==> src/rtl/sb_pkg.sv <==
package sb_pkg;
    localparam int NREG  = 8;
    localparam int RW    = $clog2(NREG);
    localparam int TAG_W = 4;
    localparam int CNT_W = 4;
    localparam logic [2:0] OP_LOAD = 3'd5;

    typedef enum logic [1:0] {ST_WAIT, ST_EXEC, ST_DONE} st_e;

    typedef struct packed {
        logic              vld;
        logic [TAG_W-1:0]  tag;
        logic [RW-1:0]     dst;
        logic [RW-1:0]     s1;
        logic [RW-1:0]     s2;
        logic              use2;
        logic              ld;
        st_e               st;
        logic [CNT_W-1:0]  cnt;
    } ent_t;
endpackage

==> src/rtl/sb_pick.sv <==
module sb_pick #(
    parameter int N  = 4,
    parameter int IW = (N > 1) ? $clog2(N) : 1
) (
    input  logic [N-1:0]  req,
    output logic          any,
    output logic [IW-1:0] idx
);
    // lowest index is the oldest entry and wins
    always_comb begin
        any = |req;
        idx = '0;
        for (int i = N - 1; i >= 0; i--) begin
            if (req[i]) idx = IW'(i);
        end
    end
endmodule

==> src/rtl/sb_hazard.sv <==
module sb_hazard
    import sb_pkg::*;
#(
    parameter int DEPTH = 4
) (
    input  ent_t [DEPTH-1:0] win,
    input  logic [NREG-1:0]  busy_eff,
    output logic [DEPTH-1:0] ready
);
    for (genvar j = 0; j < DEPTH; j++) begin : g_ent
        logic rdy;
        always_comb begin
            logic blk;
            // conflicts with instructions already in execute or awaiting write back
            blk = busy_eff[win[j].s1] | (win[j].use2 & busy_eff[win[j].s2])
                | busy_eff[win[j].dst];
            // conflicts with older entries that have not started yet
            for (int i = 0; i < j; i++) begin
                if (win[i].vld && win[i].st == ST_WAIT) begin
                    if (win[i].dst == win[j].s1
                        || (win[j].use2 && win[i].dst == win[j].s2)
                        || win[i].dst == win[j].dst
                        || win[i].s1 == win[j].dst
                        || (win[i].use2 && win[i].s2 == win[j].dst))
                        blk = 1'b1;
                end
            end
            rdy = win[j].vld && (win[j].st == ST_WAIT) && !blk;
        end
        assign ready[j] = rdy;
    end
endmodule

==> src/rtl/sb_ooo_scoreboard.sv <==
module sb_ooo_scoreboard
    import sb_pkg::*;
#(
    parameter int DEPTH    = 4,
    parameter int LOAD_LAT = 5,
    parameter int CYC_W    = 16
) (
    input  logic             clk,
    input  logic             rst,
    input  logic             in_valid,
    input  logic [2:0]       in_op,
    input  logic [RW-1:0]    in_dst,
    input  logic [RW-1:0]    in_src1,
    input  logic [RW-1:0]    in_src2,
    input  logic             in_use2,
    output logic             in_ready,
    output logic [TAG_W-1:0] accept_tag,
    output logic             issue_valid,
    output logic [TAG_W-1:0] issue_tag,
    output logic             wb_valid,
    output logic [TAG_W-1:0] wb_tag,
    output logic [CYC_W-1:0] cycle_now
);
    localparam int IDX_W = (DEPTH > 1) ? $clog2(DEPTH) : 1;
    localparam logic [CNT_W-1:0] LD_CNT = CNT_W'(LOAD_LAT - 1);

    typedef struct packed {
        ent_t [DEPTH-1:0]  win;
        logic [NREG-1:0]   busy;
        logic [TAG_W-1:0]  tag;
        logic [CYC_W-1:0]  cyc;
    } state_t;

    state_t s_q, s_d;

    logic [DEPTH-1:0] done_req, rdy;
    logic [NREG-1:0]  clr_mask, busy_eff;
    logic             wb_vld, iss_vld;
    logic [IDX_W-1:0] wb_idx, iss_idx;
    logic [NREG-1:0]  busy_now;
    logic [RW-1:0]    iss_dst;

    always_comb begin
        for (int i = 0; i < DEPTH; i++) begin
            done_req[i] = s_q.win[i].vld && (s_q.win[i].st == ST_DONE);
        end
    end

    sb_pick #(.N(DEPTH), .IW(IDX_W)) u_wb_pick (.req(done_req), .any(wb_vld), .idx(wb_idx));

    always_comb begin
        clr_mask = '0;
        if (wb_vld) clr_mask[s_q.win[wb_idx].dst] = 1'b1;
        busy_eff = s_q.busy & ~clr_mask;
    end

    sb_hazard #(.DEPTH(DEPTH)) u_haz (.win(s_q.win), .busy_eff(busy_eff), .ready(rdy));

    sb_pick #(.N(DEPTH), .IW(IDX_W)) u_iss_pick (.req(rdy), .any(iss_vld), .idx(iss_idx));

    always_comb begin
        ent_t [DEPTH-1:0] w;
        ent_t [DEPTH-1:0] nxt;
        logic [NREG-1:0]  set_mask;
        int               k;

        s_d     = s_q;
        s_d.cyc = s_q.cyc + 1'b1;
        w       = s_q.win;

        // execute countdown and start of execute
        for (int i = 0; i < DEPTH; i++) begin
            if (w[i].vld && w[i].st == ST_EXEC) begin
                w[i].cnt = w[i].cnt - 1'b1;
                if (w[i].cnt == '0) w[i].st = ST_DONE;
            end
            if (iss_vld && IDX_W'(i) == iss_idx) begin
                if (w[i].ld && LD_CNT != '0) begin
                    w[i].st  = ST_EXEC;
                    w[i].cnt = LD_CNT;
                end else begin
                    w[i].st  = ST_DONE;
                    w[i].cnt = '0;
                end
            end
        end

        set_mask = '0;
        if (iss_vld) set_mask[s_q.win[iss_idx].dst] = 1'b1;
        s_d.busy = busy_eff | set_mask;

        // drop the written-back entry, keep age order, append the new one
        nxt = '0;
        k   = 0;
        for (int i = 0; i < DEPTH; i++) begin
            if (w[i].vld && !(wb_vld && IDX_W'(i) == wb_idx)) begin
                nxt[k] = w[i];
                k      = k + 1;
            end
        end
        if (in_valid && in_ready && k < DEPTH) begin
            nxt[k].vld  = 1'b1;
            nxt[k].tag  = s_q.tag;
            nxt[k].dst  = in_dst;
            nxt[k].s1   = in_src1;
            nxt[k].s2   = in_src2;
            nxt[k].use2 = in_use2 && (in_op != OP_LOAD);
            nxt[k].ld   = (in_op == OP_LOAD);
            nxt[k].st   = ST_WAIT;
            nxt[k].cnt  = '0;
            s_d.tag     = s_q.tag + 1'b1;
        end
        s_d.win = nxt;
    end

    always_ff @(posedge clk) begin
        if (rst) s_q <= '0;
        else     s_q <= s_d;
    end

    assign in_ready    = !s_q.win[DEPTH-1].vld;
    assign accept_tag  = s_q.tag;
    assign issue_valid = iss_vld;
    assign issue_tag   = s_q.win[iss_idx].tag;
    assign wb_valid    = wb_vld;
    assign wb_tag      = s_q.win[wb_idx].tag;
    assign cycle_now   = s_q.cyc;
    assign busy_now    = s_q.busy;
    assign iss_dst     = s_q.win[iss_idx].dst;
endmodule

==> config.mk <==
export PLATFORM = sky130hd
export DESIGN_NAME = sb_ooo_scoreboard
export DESIGN_NICKNAME = d
export VERILOG_FILES = /design/src/rtl/sb_pkg.sv /design/src/rtl/sb_pick.sv /design/src/rtl/sb_hazard.sv /design/src/rtl/sb_ooo_scoreboard.sv
export SDC_FILE = /design/constraint.sdc
export NUM_CORES = 1
export LEC_CHECK = 0
export ABC_AREA = 1
export BUFFER_PORTS_ARGS = -buffer_cell sky130_fd_sc_hd__buf_2
export CORE_MARGIN = 3
export CORE_UTILIZATION = 45
export CTS_CLUSTER_DIAMETER = 150
export DETAILED_ROUTE_END_ITERATION = 12
export GPL_TIMING_DRIVEN = 0
export PLACE_DENSITY = 0.74
export SLEW_MARGIN = 20
export SYNTH_ARGS = -nofsm -noshare
export SYNTH_HDL_FRONTEND = slang
export SYNTH_SLANG_ARGS = --single-unit
==> constraint.sdc <==
create_clock -name clk -period 3.9 [get_ports clk]
set_input_delay 0.39 -clock clk [delete_from_list [all_inputs] [get_ports clk]]
set_output_delay 0.39 -clock clk [all_outputs]
set_load 0.02 [all_outputs]
# Word-level counts from Yosys, hierarchy flattened
# Index checks and enable logic that the tools add are counted.
# word_totals
output_inout_bits	31
inputBits	16
wordCells	345
ff_bits	116
# classes
n_bitwise	15
n_eq_ne	46
add_sub_neg	9
n_lt_le_gt_ge	27
n_reduce_logical	94
n_mux	115
# op_table
cell	n
$bwmux 88	12
$demux 22 s2	12
$mux 88	4
$lt 32x4->1 const B	5
$ge 32x1->1 const B	4
$mux 22	5
$add 32x2->32 const B	3
$mux 32	3
$eq 3x3->1	30
$bmux 22 s2	2
$mux 6	13
$mux 21	3
$lt 3x4->1 const B	14
$logic_and 1x1->1	49
$bmux 1 s3	12
$mux 1	27
$logic_or 1x1->1	24
$mux 2	12
$mux 8	3
$mux 17	1
$add 16x1->16 const B	1
$logic_not 4->1	4
$sub 4x1->4 const B	4
$mux 14	1
21 further kinds	58

# Longest topological paths before layout
# depth
depth_word	52
mapped_depth	29
mapped_depth_nobuf	27

# Cells and area by module
# A second synthesis with hierarchy kept.
# unflattened
cells_unflattened	1760
area_unflattened_um2	10114.7
# by_module_without_submodules
module	area_each_um2	cells_each	seq_area_each_um2	n_inst
sb_ooo_scoreboard	7568.5	1261	2322.2	1
sb_hazard	2453.6	481	0.0	1
sb_pick	46.3	9	0.0	2

# Worst setup path after synthesis
# No wires, ideal clock.
# synth_path
path_kind	register to register
startpoint	reg s_q[32] (netlist bit)
endpoint	reg s_q[69] (netlist bit)
setup_ns	0.086
slack_ns	0.557
synth_period_minus_slack_ns	3.343
path_stages_with_launch	21
t_arrival_ns	3.258
required_time_ns	3.814
path_cell_list	dfxtp_1 -> inv_2 -> nand3_4 -> clkbuf_1 -> inv_1 -> nor2_1 -> clkbuf_1 -> ha_1 -> inv_1 -> nor2_1 -> inv_1 -> nand2_1 -> inv_1 -> ha_1 -> nand2_1 -> o21ai_1 -> nor3_1 -> buf_2 -> buf_2 -> a21oi_1 -> a211oi_1
# synth_via
elab_chain_cells	28
word_cells_on_any_way	73
classes_between	3 x add/sub; 9 x order compare; 4 x eq/ne; 37 x mux; 20 x reduce/logical
# synth_lines
element	line_no	source
from (decl)	sb_ooo_scoreboard.sv:34	state_t s_q, s_d;
from (signal assigned)	sb_ooo_scoreboard.sv:117	if (rst) s_q <= '0;
from (signal assigned)	sb_ooo_scoreboard.sv:118	else s_q <= s_d;
$eq 2x2->1 *	sb_ooo_scoreboard.sv:45	done_req[i] = s_q.win[i].vld && (s_q.win[i].st == ST_DONE);
$logic_and 1x1->1 *	sb_ooo_scoreboard.sv:45	
parallel branches: the longest is 25 deep, another holds $add 32x2->32	n/a	
$mux 88 *	sb_ooo_scoreboard.sv:101	if (in_valid && in_ready && k < DEPTH) begin
# Every way passes the cells marked *.
# A chain may end at the register's enable or synchronous reset.

# Final worst setup path
# layout_path
startpoint	reg s_q[86] (netlist bit)
endpoint	out issue_tag[1]
# layout_via
elab_chain_cells	28
word_cells_on_any_way	94
classes_between	2 x order compare; 9 x eq/ne; 47 x mux; 14 x bitwise; 22 x reduce/logical
# layout_lines
element	line_no	source
$bmux 22 s2	sb_ooo_scoreboard.sv:53	if (wb_vld) clr_mask[s_q.win[wb_idx].dst] = 1'b1;
$mux 21	n/a	
$lt 3x4->1 (not written as such) / $ge 3x1->1 (equally long branches)	sb_ooo_scoreboard.sv:53	
$logic_and 1x1->1 (not written as such)	sb_ooo_scoreboard.sv:53	
$mux 1 (not written as such)	sb_ooo_scoreboard.sv:53	
$demux 1 s3	sb_ooo_scoreboard.sv:53	
$mux 8	sb_ooo_scoreboard.sv:53	
$not 8->8	sb_ooo_scoreboard.sv:54	busy_eff = s_q.busy & ~clr_mask;
[... 10 more ...]	n/a	
$mux 1	sb_hazard.sv:20	if (win[i].dst == win[j].s1
$mux 1	sb_hazard.sv:19	if (win[i].vld && win[i].st == ST_WAIT) begin
$logic_not 1->1	sb_hazard.sv:28	rdy = win[j].vld && (win[j].st == ST_WAIT) && !blk;
$logic_and 1x1->1	sb_hazard.sv:28	
$mux 2 (3 in series)	sb_pick.sv:14	if (req[i]) idx = IW'(i);
$mux 2 *	sb_pick.sv:14	
$bmux 22 s2 *	n/a	
$mux 21 (not written as such) *	sb_ooo_scoreboard.sv:124	assign issue_tag = s_q.win[iss_idx].tag;
to (decl)	sb_ooo_scoreboard.sv:19	output logic [TAG_W-1:0] issue_tag,
# Every way passes the cells marked *; elsewhere a longest branch is shown, timed or not. The select of a mux whose other input is x is not followed.

==> metrics.txt <==
MaxCap Viol Count=0; # DRC=0; LEAKAGE=between 4 and 5 nW; worst hold path startpoint=in_src2[1]; critical-path cell list=clkbuf_2, buf_2, a21oi_1, o2111ai_1, nand2_1, o21ai_0, nand2_1, nor2_2, nand3_2, nand2_2, nor2_4, nand2_4, o22ai_2, a21oi_1, o21ai_1, buf_4; WP buf/inv=3; DP Cell Count=~1,800; syn nets=between 1,000 and 1,500; CORE AREA=20,500 um^2; drt total wl=around 39 mm; die area=22,900 um^2; # nets final=1,587; DR WL/cell=21.5 um; CP Max Fanout=10; max-slew violations=0; status=finished, violations left; critical path class=flip-flop to output port; Synth warnings=0; #FFs+latches synth=between 100 and 150; Worst R2R Path Depth=22; deepest level of the CTS H-tree=4; TNS Setup=-0.235 ns; Worst-path clk slew=approximately 0.060 ns; final worst setup slack=-0.0885 ns; element type at the critical path start=flip-flop; Worst-Skew Late Latency=0.43 ns; post-route cell area=11,400 um^2; worst IR drop on VDD=between 0.0002 and 0.0003 V; worst-case clock skew=between 0.01 and 0.015 ns; Slew HR=between 30% and 40%; Async SR Flop Fraction=0%; Critical Path RT=3.51 ns; top_reg_cell synth=dfxtp_1; worst slew pin tran=0.959 ns; clock buffer count from CTS=17; Netlist cell types=50; CTS root buffer=clkbuf_16; initial antenna violation count=0; Hold Buf Count CTS=0; largest net degree at the start of global routing=17; Reg area=2330 um^2; pwr/cell area=~410 nW/um^2; period utilization=102%; Starting Density=46.3%; proportion of layout cells with a drive suffix above 1=19.7%; Initial DRC Count=between 1,500 and 2,000; Min-Delay Path Class=primary input to flip-flop; routed vias/inst=roughly 6.2; final setup violation count=7; RSZ-0062 raised after global routing=true; IO buf count=46; Post-Syn Instances=1,453; Post-DRT Antenna Nets=0; GP Congestion=~1; dpl hpwl=27.7 mm; Die Wd=151 um; Vias=11,500; EDFF count, synth=0; CTS tree=done; Worst path top cell family by delay=compound AO/OA/AOI/OAI gates; Final Hold Viols=0; Hold Path Sink=s_q[81]$_SDFF_PP0_; f_max=251 MHz; # IOs=47; WP data arrival=around 3.6 ns; first-pass GRT wire length=59.9 mm; Placed Instance Area=approximately 10,000 um^2; FF-to-FF Start=s_q[32]$_SDFF_PP0_; number of global-route vias before repair=10,800; area of the mapped netlist=9490 um^2; CP endpoint kind=output port; grt ovf=0; FILL cells=1,965; FF-to-FF setup slack=-0.01 ns; drt first pass iters=6; FF-to-FF End=s_q[73]$_SDFF_PP0_; clock sinks=116; violated checks=setup timing; hold path cells=3; final antenna diode count=0; footprint of the multi-input gates=6290 um^2; GRT Total Usage=34.1%; sequential cell area fraction in the yosys report=24.5%; CP max stage delay=0.47 ns; Layout Cells excl Fill=1,835; CP max-delay cell=dfxtp_1; area grow syn2layout=19.7%; worst-case clock buffer depth=2; Rows=52; Die Height=approximately 150 um; post-layout min period=3.99 ns; syn avg cell area=around 6.5 um^2
-- worst reg2reg max path, delay by kind of cell, from the launching register on --
| family | cells | cell delay, ns |
|---|---|---|
| compound gates | 3 | 0.40 |
| simple gates | 9 | 1.58 |
| flops | 1 | 0.36 |
| buf+inv | 8 | 0.94 |
| fa+ha+maj | 2 | 0.57 |
-- final cells by class --
| class | count | share of cell area [%] |
|---|---|---|
| multi-input cells | 1064 | 55.4 |
| flip-flops and latches | 116 | 20.5 |
| plain buffers | 115 | 5.49 |
| repair buffers | 85 | 5.44 |
| inverters | 154 | 5.15 |
| clock buffers | 19 | 3.90 |
| well taps | 270 | 2.97 |
| clock inverters | 12 | 1.16 |
-- per-stage QoR --
| step | util (%) | total power, W | worst slack (ns) | hold slack, ns |
|---|---|---|---|---|
| global placement | 49.1 | 0.00285 | -0.724 | 0.450 |
| CTS | 53.9 | 0.00448 | 0.00515 | 0.284 |
| finish | 55.5 | 0.00465 | -0.0885 | 0.276 |
| global route | 55.5 | 0.00481 | -0.186 | 0.315 |
| detailed placement | 49.1 | 0.00287 | -0.768 | 0.455 |
| floorplan | - | 0.00245 | 0.557 | 0.427 |
-- routing by layer --
metal  vias up  GRT usage [%]  part of all wire, %
met5         -              0                    0
met4         0           23.4                  7.3
met3       234           7.09                   12
met2       891           52.8                   44
met1      5164           42.4                   37
li1       5167              -                    -
-- sequential cells by signal (all words and copies together), names as in the netlist --
signal / cells
cycle_now: 16
s_q: 88
accept_tag: 4
busy_now: 8
-- power by group --
part | internal, W | total [W] | leakage [nW] | switching, W
combinational | 0.000568 | 0.00169 | 3.35 | 0.00112
clock | 0.000953 | 0.00158 | 0.272 | 0.000625
sequential | 0.00127 | 0.00138 | 0.943 | 0.000111
-- synth_stat cells, drive strengths merged, types with 21 or more instances --
master	count	area [um^2]
nand2	273	1130
nand3	193	1070
inv	151	569
o21ai	125	626
dfxtp	116	2320
a21oi	109	557
nor2	91	452
clkbuf	63	236
buf	57	362
xnor2	47	412
a31oi	25	156
xor2	25	219
o22ai	24	150
nor3	22	110
o211ai	21	163
-- how the worst max path moves through the flow --
stage / cells past startpoint / slack, ns / to / startpoint
floorplan: 20 / 0.56 / s_q[69]$_SDFF_PP0_ / s_q[32]$_SDFF_PP0_
global placement: 18 / -0.72 / s_q[87]$_SDFF_PP0_ / s_q[32]$_SDFF_PP0_
detailed placement: 18 / -0.77 / s_q[87]$_SDFF_PP0_ / s_q[32]$_SDFF_PP0_
CTS: 24 / 0.005 / issue_tag[1] / s_q[115]$_SDFF_PP0_
global route: 25 / -0.19 / issue_tag[3] / s_q[98]$_SDFF_PP0_
finish: 16 / -0.09 / issue_tag[1] / s_q[86]$_SDFF_PP0_
-- logic make-up after synthesis --
logic type | synth area share [%]
buf+inv | 12.4
simple gates | 30.2
fa+ha+maj | 2.37
compound gates | 23.9
xor+xnor | 6.64
flops | 24.5
-- placed cells by master, fill, tap and decap left out, types with 5 or more instances in the layout --
cell type and n:
clkbuf_2 17, buf_2 65, o21ai_1 17, a31oi_1 25, a22oi_1 11, ha_1 18, nand4_1 5, xor2_1 25
o221ai_1 10, nand3_4 6, o211ai_1 20, nor2_2 16, a211oi_1 14, o22ai_1 22, clkbuf_1 42, o21ai_0 107
buf_4 53, nand3_1 168, a221oi_1 15, nand2_4 19, buf_6 7, inv_1 134, nor4_1 5, nor3_1 21
nor2_1 63, o2111ai_1 10, buf_1 5, nand2_1 235, nand3_2 19, a21oi_1 108, xnor2_1 47, nor2_4 10
clkinvlp_4 5, nand2_8 5, clkbuf_16 17, inv_2 15, nand2_2 15, dfxtp_1 111
-- timing repair --
item | CTS | global route
setup buffers | 21 | 16
endpoints found under the setup margin | 92 | 98
resized for setup | 63 | 71
pin swaps | 33 | 19
gates cloned | 2 | 1
No activity file was read; power rests on OpenSTA's default activity.
